## src/rtl/swdm_pkg.sv

```systemverilog
package swdm_pkg;

   localparam logic [2:0] ACK_OK    = 3'b001;
   localparam logic [2:0] ACK_WAIT  = 3'b010;
   localparam logic [2:0] ACK_FAULT = 3'b100;

   localparam int REQ_BITS = 8;
   localparam int ACK_BITS = 3;

   typedef enum logic [3:0] {
      S_IDLE,
      S_REQ,
      S_TRN_A,
      S_ACK,
      S_TRN_W,
      S_WDAT,
      S_WPAR,
      S_RDAT,
      S_RPAR,
      S_TRN_E,
      S_PAD
   } swdm_state_e;

endpackage

```

## src/rtl/swdm_tick.sv

```systemverilog
module swdm_tick #(
   parameter int DIV_W = 8
) (
   input  logic             clk,
   input  logic             rst_n,
   input  logic             run,
   input  logic [DIV_W-1:0] half,
   output logic             tick
);

   logic [DIV_W-1:0] cnt_q;

   assign tick = run && (cnt_q == half);

   always_ff @(posedge clk or negedge rst_n) begin
      if (!rst_n) begin
         cnt_q <= '0;
      end else if (!run || tick) begin
         cnt_q <= '0;
      end else begin
         cnt_q <= cnt_q + 1'b1;
      end
   end

   a_r3_tick_in_range: assert property (@(posedge clk) disable iff (!rst_n)
      run |-> (cnt_q <= half || $past(half) != half));

endmodule

```

## src/rtl/swdm_frame.sv

```systemverilog
module swdm_frame #(
   parameter int DATA_W = 32
) (
   input  logic              ap,
   input  logic              rnw,
   input  logic [1:0]        addr,
   input  logic [DATA_W-1:0] wdata,
   input  logic [DATA_W-1:0] rdata,
   output logic [7:0]        req_bits,
   output logic              wpar,
   output logic              rpar
);

   logic hdr_par;

   assign hdr_par  = ap ^ rnw ^ addr[0] ^ addr[1];
   // slot i of the request is req_bits[i]
   assign req_bits = {1'b1, 1'b0, hdr_par, addr[1], addr[0], rnw, ap, 1'b1};
   assign wpar     = ^wdata;
   assign rpar     = ^rdata;

endmodule

```

## src/rtl/swdm_seq.sv

```systemverilog
module swdm_seq
   import swdm_pkg::*;
#(
   parameter int DATA_W   = 32,
   parameter int IDLE_CYC = 8
) (
   input  logic              clk,
   input  logic              rst_n,
   input  logic              tick,
   input  logic              cmd_valid,
   input  logic              cmd_ap,
   input  logic              cmd_rnw,
   input  logic [1:0]        cmd_addr,
   input  logic [DATA_W-1:0] cmd_wdata,
   input  logic [7:0]        req_bits,
   input  logic              wpar,
   input  logic              rpar,
   output logic              lat_ap,
   output logic              lat_rnw,
   output logic [1:0]        lat_addr,
   output logic [DATA_W-1:0] lat_wdata,
   output logic [DATA_W-1:0] rdat_q,
   output logic              busy,
   output logic              swclk,
   output logic              swdio_o,
   output logic              swdio_oe,
   input  logic              swdio_i,
   output logic              rsp_valid,
   output logic [2:0]        rsp_ack,
   output logic [DATA_W-1:0] rsp_rdata,
   output logic              rsp_par_err,
   output logic              rsp_proto_err
);

   localparam int MAXC     = (DATA_W > IDLE_CYC) ? DATA_W : IDLE_CYC;
   localparam int CNT_W    = $clog2(MAXC) + 1;
   localparam int IDX_W    = (DATA_W > 1) ? $clog2(DATA_W) : 1;
   localparam int PAD_LAST = (IDLE_CYC > 0) ? IDLE_CYC - 1 : 0;
   localparam bit NO_PAD   = (IDLE_CYC == 0);

   swdm_state_e      st;
   logic [CNT_W-1:0] bcnt;
   logic [2:0]       ack_q;
   logic             rpar_q;
   logic             ok_q;
   logic             bad_q;
   logic             rise;
   logic             fall;
   logic             fin;

   assign busy = (st != S_IDLE);
   assign rise = tick && !swclk;
   assign fall = tick && swclk;

   always_comb begin
      fin = 1'b0;
      if (fall) begin
         case (st)
            S_WPAR:  fin = NO_PAD;
            S_TRN_E: fin = bad_q || NO_PAD;
            S_PAD:   fin = (bcnt == CNT_W'(PAD_LAST));
            default: fin = 1'b0;
         endcase
      end
   end

   always_ff @(posedge clk or negedge rst_n) begin
      if (!rst_n) begin
         st        <= S_IDLE;
         bcnt      <= '0;
         swclk     <= 1'b0;
         swdio_o   <= 1'b0;
         swdio_oe  <= 1'b0;
         ack_q     <= '0;
         rpar_q    <= 1'b0;
         ok_q      <= 1'b0;
         bad_q     <= 1'b0;
         rdat_q    <= '0;
         lat_ap    <= 1'b0;
         lat_rnw   <= 1'b0;
         lat_addr  <= '0;
         lat_wdata <= '0;
      end else if (st == S_IDLE) begin
         if (cmd_valid) begin
            lat_ap    <= cmd_ap;
            lat_rnw   <= cmd_rnw;
            lat_addr  <= cmd_addr;
            lat_wdata <= cmd_wdata;
            ok_q      <= 1'b0;
            bad_q     <= 1'b0;
            bcnt      <= '0;
            st        <= S_REQ;
            swdio_o   <= 1'b1;
            swdio_oe  <= 1'b1;
         end
      end else if (rise) begin
         swclk <= 1'b1;
         case (st)
            S_ACK:   ack_q[bcnt[1:0]]     <= swdio_i;
            S_RDAT:  rdat_q[bcnt[IDX_W-1:0]] <= swdio_i;
            S_RPAR:  rpar_q               <= swdio_i;
            default: ;
         endcase
      end else if (fall) begin
         swclk <= 1'b0;
         if (fin) begin
            st       <= S_IDLE;
            swdio_o  <= 1'b0;
            swdio_oe <= 1'b0;
         end else begin
            case (st)
               S_REQ: begin
                  if (bcnt == CNT_W'(REQ_BITS - 1)) begin
                     st       <= S_TRN_A;
                     swdio_oe <= 1'b0;
                  end else begin
                     bcnt    <= bcnt + 1'b1;
                     swdio_o <= req_bits[bcnt[2:0] + 3'd1];
                  end
               end
               S_TRN_A: begin
                  st   <= S_ACK;
                  bcnt <= '0;
               end
               S_ACK: begin
                  if (bcnt != CNT_W'(ACK_BITS - 1)) begin
                     bcnt <= bcnt + 1'b1;
                  end else begin
                     bcnt <= '0;
                     case (ack_q)
                        ACK_OK: begin
                           ok_q <= 1'b1;
                           st   <= lat_rnw ? S_RDAT : S_TRN_W;
                        end
                        ACK_WAIT, ACK_FAULT: st <= S_TRN_E;
                        default: begin
                           bad_q <= 1'b1;
                           st    <= S_TRN_E;
                        end
                     endcase
                  end
               end
               S_TRN_W: begin
                  st       <= S_WDAT;
                  bcnt     <= '0;
                  swdio_oe <= 1'b1;
                  swdio_o  <= lat_wdata[0];
               end
               S_WDAT: begin
                  if (bcnt == CNT_W'(DATA_W - 1)) begin
                     st      <= S_WPAR;
                     swdio_o <= wpar;
                  end else begin
                     bcnt    <= bcnt + 1'b1;
                     swdio_o <= lat_wdata[bcnt[IDX_W-1:0] + 1'b1];
                  end
               end
               S_RDAT: begin
                  if (bcnt == CNT_W'(DATA_W - 1)) begin
                     st <= S_RPAR;
                  end else begin
                     bcnt <= bcnt + 1'b1;
                  end
               end
               S_RPAR: st <= S_TRN_E;
               S_WPAR, S_TRN_E: begin
                  st       <= S_PAD;
                  bcnt     <= '0;
                  swdio_o  <= 1'b0;
                  swdio_oe <= 1'b1;
               end
               S_PAD:   bcnt <= bcnt + 1'b1;
               default: st <= S_IDLE;
            endcase
         end
      end
   end

   always_ff @(posedge clk or negedge rst_n) begin
      if (!rst_n) begin
         rsp_valid     <= 1'b0;
         rsp_ack       <= '0;
         rsp_rdata     <= '0;
         rsp_par_err   <= 1'b0;
         rsp_proto_err <= 1'b0;
      end else begin
         rsp_valid <= fin;
         if (fin) begin
            rsp_ack       <= ack_q;
            rsp_rdata     <= (ok_q && lat_rnw) ? rdat_q : '0;
            rsp_par_err   <= ok_q && lat_rnw && (rpar != rpar_q);
            rsp_proto_err <= bad_q;
         end
      end
   end

   a_r10_hold_while_high: assert property (@(posedge clk) disable iff (!rst_n)
      (swclk && $past(swclk)) |-> ($stable(swdio_o) && $stable(swdio_oe)));

   a_r3_low_when_idle: assert property (@(posedge clk) disable iff (!rst_n)
      (st == S_IDLE) |-> !swclk);

   a_r4_released_around_ack: assert property (@(posedge clk) disable iff (!rst_n)
      (st == S_TRN_A || st == S_ACK || st == S_TRN_W || st == S_RDAT) |-> !swdio_oe);

   a_r7_data_only_after_ok: assert property (@(posedge clk) disable iff (!rst_n)
      (st == S_WDAT || st == S_RDAT || st == S_WPAR || st == S_RPAR) |-> ok_q);

   a_r8_release_on_bad_ack: assert property (@(posedge clk) disable iff (!rst_n)
      (rsp_valid && rsp_proto_err) |-> (!swdio_oe && !rsp_par_err));

   a_r6_par_err_needs_ok: assert property (@(posedge clk) disable iff (!rst_n)
      (rsp_valid && rsp_par_err) |-> (rsp_ack == ACK_OK));

   a_r11_free_at_response: assert property (@(posedge clk) disable iff (!rst_n)
      rsp_valid |-> (st == S_IDLE || $past(st) == S_IDLE));

endmodule

```

## src/rtl/swdm_master.sv

```systemverilog
module swdm_master #(
   parameter int DATA_W   = 32,
   parameter int DIV_W    = 8,
   parameter int IDLE_CYC = 8
) (
   input  logic              clk,
   input  logic              rst_n,
   input  logic [DIV_W-1:0]  cfg_half,
   input  logic              cmd_valid,
   output logic              cmd_ready,
   input  logic              cmd_ap,
   input  logic              cmd_rnw,
   input  logic [1:0]        cmd_addr,
   input  logic [DATA_W-1:0] cmd_wdata,
   output logic              swclk,
   output logic              swdio_o,
   output logic              swdio_oe,
   input  logic              swdio_i,
   output logic              rsp_valid,
   output logic [2:0]        rsp_ack,
   output logic [DATA_W-1:0] rsp_rdata,
   output logic              rsp_par_err,
   output logic              rsp_proto_err
);

   generate
      if (DATA_W < 2) begin : g_bad_data_w
         $error("swdm_master: DATA_W must be at least 2");
      end
      if (DIV_W < 1 || DIV_W > 24) begin : g_bad_div_w
         $error("swdm_master: DIV_W out of range");
      end
      if (IDLE_CYC < 0 || IDLE_CYC > 64) begin : g_bad_idle
         $error("swdm_master: IDLE_CYC out of range");
      end
   endgenerate

   logic              tick;
   logic              busy;
   logic              lat_ap;
   logic              lat_rnw;
   logic [1:0]        lat_addr;
   logic [DATA_W-1:0] lat_wdata;
   logic [DATA_W-1:0] rdat_q;
   logic [7:0]        req_bits;
   logic              wpar;
   logic              rpar;

   assign cmd_ready = !busy;

   swdm_tick #(.DIV_W(DIV_W)) u_tick (
      .clk   (clk),
      .rst_n (rst_n),
      .run   (busy),
      .half  (cfg_half),
      .tick  (tick)
   );

   swdm_frame #(.DATA_W(DATA_W)) u_frame (
      .ap       (lat_ap),
      .rnw      (lat_rnw),
      .addr     (lat_addr),
      .wdata    (lat_wdata),
      .rdata    (rdat_q),
      .req_bits (req_bits),
      .wpar     (wpar),
      .rpar     (rpar)
   );

   swdm_seq #(.DATA_W(DATA_W), .IDLE_CYC(IDLE_CYC)) u_seq (
      .clk           (clk),
      .rst_n         (rst_n),
      .tick          (tick),
      .cmd_valid     (cmd_valid),
      .cmd_ap        (cmd_ap),
      .cmd_rnw       (cmd_rnw),
      .cmd_addr      (cmd_addr),
      .cmd_wdata     (cmd_wdata),
      .req_bits      (req_bits),
      .wpar          (wpar),
      .rpar          (rpar),
      .lat_ap        (lat_ap),
      .lat_rnw       (lat_rnw),
      .lat_addr      (lat_addr),
      .lat_wdata     (lat_wdata),
      .rdat_q        (rdat_q),
      .busy          (busy),
      .swclk         (swclk),
      .swdio_o       (swdio_o),
      .swdio_oe      (swdio_oe),
      .swdio_i       (swdio_i),
      .rsp_valid     (rsp_valid),
      .rsp_ack       (rsp_ack),
      .rsp_rdata     (rsp_rdata),
      .rsp_par_err   (rsp_par_err),
      .rsp_proto_err (rsp_proto_err)
   );

   a_r1_ready_tracks_idle: assert property (@(posedge clk) disable iff (!rst_n)
      (cmd_ready && !cmd_valid) |=> cmd_ready);

endmodule

```

## config.mk

```make
export PLATFORM = sky130hd
export DESIGN_NAME = swdm_master
export DESIGN_NICKNAME = d
export VERILOG_FILES = /design/src/rtl/swdm_pkg.sv /design/src/rtl/swdm_tick.sv /design/src/rtl/swdm_frame.sv /design/src/rtl/swdm_seq.sv /design/src/rtl/swdm_master.sv
export SDC_FILE = /design/constraint.sdc
export NUM_CORES = 1
export LEC_CHECK = 0
export CAP_MARGIN = 20
export CORE_MARGIN = 10
export CORE_UTILIZATION = 45
export DETAILED_ROUTE_END_ITERATION = 10
export PLACE_DENSITY_LB_ADDON = 0.05
export SYNTH_ARGS = -nofsm -noshare
export SYNTH_HDL_FRONTEND = slang
export SYNTH_SLANG_ARGS = --single-unit
```

## constraint.sdc

```tcl
create_clock -name clk -period 3.33 [get_ports clk]
set_input_delay 0.999 -clock clk [delete_from_list [all_inputs] [get_ports clk]]
set_output_delay 0.999 -clock clk [all_outputs]
set_load 0.01 [all_outputs]
```

==> run metrics <==
first-pass GRT wire length approximately 27000 microns; vias per cell 5.04; endpoint kind of the worst setup timing path output port; largest fanout on the critical path 8; worst-case clock skew 0.0123 ns; CP Class reg -> out; worst slack on hold paths ~0.46 ns; placed instance count 1040; count of hold buffers inserted by post-cts repair 0; Hold WC Path Type reg -> reg; Setup crit start kind register; die outline width 145 microns; total I/O pin count 90; average wire per standard cell 15.1 microns; Die Span Y approximately 150 microns; hold-critical path depth 2; Via Count 5411; starting density of the core 0.461; result of the run complete, no violations; Synthesis Warnings 0; number of antenna violations at the first check in global routing 0; worst slack, placed 0.0786 ns; final critical-path share of the clock period 0.896; reported leakage power 0.00414 uW; data arrival time of the critical path between 1.5 and 2 ns; antenna diode count 0; largest net degree at the start of global routing 58; max-cap viol count 0; final weighted congestion in routability-driven placement 0.832; final hold viol count 0; Worst Max-Slew Pin Slew 0.913 ns; CTS tree done; average cell area after synthesis 9.25 sq um; share of the yosys chip area belonging to registers 0.473; remaining antenna violation count after routing 0; synthesized instance count 760; ratio of cells with drive above 1 in the final layout 0.132; setup tns final 0 ns; minimum clock period after layout 2.98 ns; smallest setup slack after layout 0.348 ns; total gr overflow 0; Post-Synthesis Cell Area 7030 sq um; total wire length 16200 microns; layout net count 902; DR DRC count 0; number of sinks on the clock net 133; Max Clk Rate 0.335 GHz; vias in the first global route roughly 5500; post-layout instance count excluding filler cells 1073; Seq cells post-synth ~130; number of flops mapped to enable cells by yosys 0; Max Buffers Root-to-Sink 2; number of levels the H-tree was split into 4; library cells used by synthesis 64; number of design-rule violations left by the first detailed-router iteration 264; worst-case reg-to-reg path depth 9; library cell used as clock root buffer sky130_fd_sc_hd__clkbuf_16; Util after Layout 0.583; Std-Cell Rows 45; detailed-router iteration count before antenna repair 5; Resized cells post-CTS 0; Worst Path Required 2.33 ns; # port buffers 89; post-CTS setup buffers 0; clk slew on worst S/H paths around 0.060 ns; final count of negative-setup-slack endpoints 0; ys flop type sky130_fd_sc_hd__dfrtp_1; net count after synthesis 813; die area 21000 sq um; Reg2Reg Setup Slack 0.59 ns; proportion of synthesized flip-flops having asynchronous set or reset 1.00; total clock buffers created by CTS 17; detailed-placement wirelength estimate 11500 microns; placeable core area 15300 sq um; final slew viol count 0; RSZ-0062 raised after global routing false; total power divided by cell area 477 nW/um^2; overall global routing resource usage 0.154; Max transition margin 0.387; area overhead of the layout relative to synthesis 26.5%; later-pin clock latency in the skew report 0.42 ns; Peak VDD IR 390 uV; number of fill cells 1350
[state kept, by name, indices dropped and copies added (netlist names), 2 cells and up]
register         count
u_seq.bcnt           6
u_tick.cnt_q         8
u_seq.lat_addr       2
u_seq.lat_wdata     32
u_seq.rsp_ack        3
u_seq.rsp_rdata     32
u_seq.rdat_q        32
u_seq.st             4
u_seq.ack_q          3
[synth_stat cells (all sizes together), types with 2 or more instances]
cell	count	area share
a22o	2	0.0025
o2111ai	2	0.0025
o211ai	2	0.0028
ha	5	0.0089
nand2	238	0.13
xor2	18	0.022
and3b	2	0.0025
nand4	6	0.0053
clkbuf	31	0.017
mux2i	9	0.013
xnor2	66	0.082
nor3b	4	0.0043
nor3	4	0.0036
nand3	55	0.039
or3	3	0.0027
nor2b	7	0.0066
a221o	2	0.0028
nor2	20	0.011
nand2b	3	0.0027
a21oi	10	0.0071
o311ai	2	0.0025
a32oi	2	0.0025
inv	9	0.0048
dfrtp	133	0.47
buf	13	0.011
o21ai	20	0.014
a21o	2	0.0021
nor4	5	0.0066
o22ai	7	0.0062
o31ai	4	0.0057
or2	3	0.0030
and2	7	0.0062
and3	4	0.0036
mux2	44	0.070
[layer usage]
| metal | up-vias | track usage | routed length [microns] |
|---|---|---|---|
| met3 | 8 | 0.0394 | 506 |
| li1 | 2721 | - | - |
| met5 | - | 0 | 0 |
| met4 | 0 | 0.0449 | 91 |
| met2 | 100 | 0.249 | 7920 |
| met1 | 2582 | 0.200 | 7710 |
[critical path, stage by stage (launching register included)]
cell and delay [ns]:
sky130_fd_sc_hd__dfrtp_1 0.48, sky130_fd_sc_hd__nor4_4 0.33, sky130_fd_sc_hd__buf_4 0.21, sky130_fd_sc_hd__clkdlybuf4s50_1 0.55
[area by class of cell]
class	count	area, sq um	share of cell area
Multi-Input combinational cell	574	3480	0.391
Sequential cell	133	3330	0.374
Timing Repair Buffer	114	1200	0.134
Clock buffer	21	470	0.0529
Tap cell	211	264	0.0297
Clock inverter	11	124	0.0139
Inverter	9	33.8	0.00380
[placed cells by master, fill, tap and decap left out, types with 3 or more instances in the layout]
cell / n
sky130_fd_sc_hd__or3_1: 3
sky130_fd_sc_hd__inv_1: 9
sky130_fd_sc_hd__xor2_1: 18
sky130_fd_sc_hd__clkinv_2: 3
sky130_fd_sc_hd__mux2_2: 44
sky130_fd_sc_hd__and2_1: 7
sky130_fd_sc_hd__o22ai_1: 7
sky130_fd_sc_hd__buf_12: 8
sky130_fd_sc_hd__clkbuf_16: 17
sky130_fd_sc_hd__nor2_1: 20
sky130_fd_sc_hd__nor3b_1: 4
sky130_fd_sc_hd__clkbuf_8: 3
sky130_fd_sc_hd__clkinvlp_4: 3
sky130_fd_sc_hd__mux2i_1: 9
sky130_fd_sc_hd__nor4_1: 3
sky130_fd_sc_hd__dfrtp_1: 133
sky130_fd_sc_hd__nor3_1: 3
sky130_fd_sc_hd__o21ai_0: 14
sky130_fd_sc_hd__nor2b_1: 6
sky130_fd_sc_hd__clkdlybuf4s50_1: 88
sky130_fd_sc_hd__nand4_1: 6
sky130_fd_sc_hd__and3_1: 4
sky130_fd_sc_hd__nand3_1: 55
sky130_fd_sc_hd__o21ai_1: 6
sky130_fd_sc_hd__nand2_1: 236
sky130_fd_sc_hd__nand2b_1: 3
sky130_fd_sc_hd__xnor2_1: 66
sky130_fd_sc_hd__a21oi_1: 10
sky130_fd_sc_hd__ha_1: 5
sky130_fd_sc_hd__buf_4: 17
[worst paths after layout]
check | startpoint | end
max | u_seq.st[0] | cmd_ready
min | u_seq.rsp_rdata[26] | u_seq.rsp_rdata[26]
max reg2reg | u_seq.bcnt[0] | u_seq.swdio_o
min reg2reg | u_seq.rsp_rdata[26] | u_seq.rsp_rdata[26]
max in group asynchronous | rst_n | u_seq.rdat_q[3]
min in group asynchronous | rst_n | u_seq.rsp_valid
[stage by stage]
| stage | total power, uW | area, sq um |
|---|---|---|
| final | 4240 | 8900 |
| after global placement | 2390 | 8280 |
| after CTS | 4290 | 8870 |
| after global routing | 4430 | 8900 |
| after floorplan | 2170 | 7030 |
| after detailed placement | 2400 | 8280 |
[power breakdown]
group	switching, uW	internal [uW]
logic	322	282
clock network	715	1160
registers	79.8	1680
[kinds of logic after synthesis]
family,synth area share
adders and majority gates,0.00890
xor gates and xnor gates,0.108
buffers and inverters,0.0326
muxes,0.0833
DFF,0.473
AOI/OAI and AO/OA,0.0635
and+or+nand+nor,0.231
Note: power is estimated with default switching activity, not from simulation.
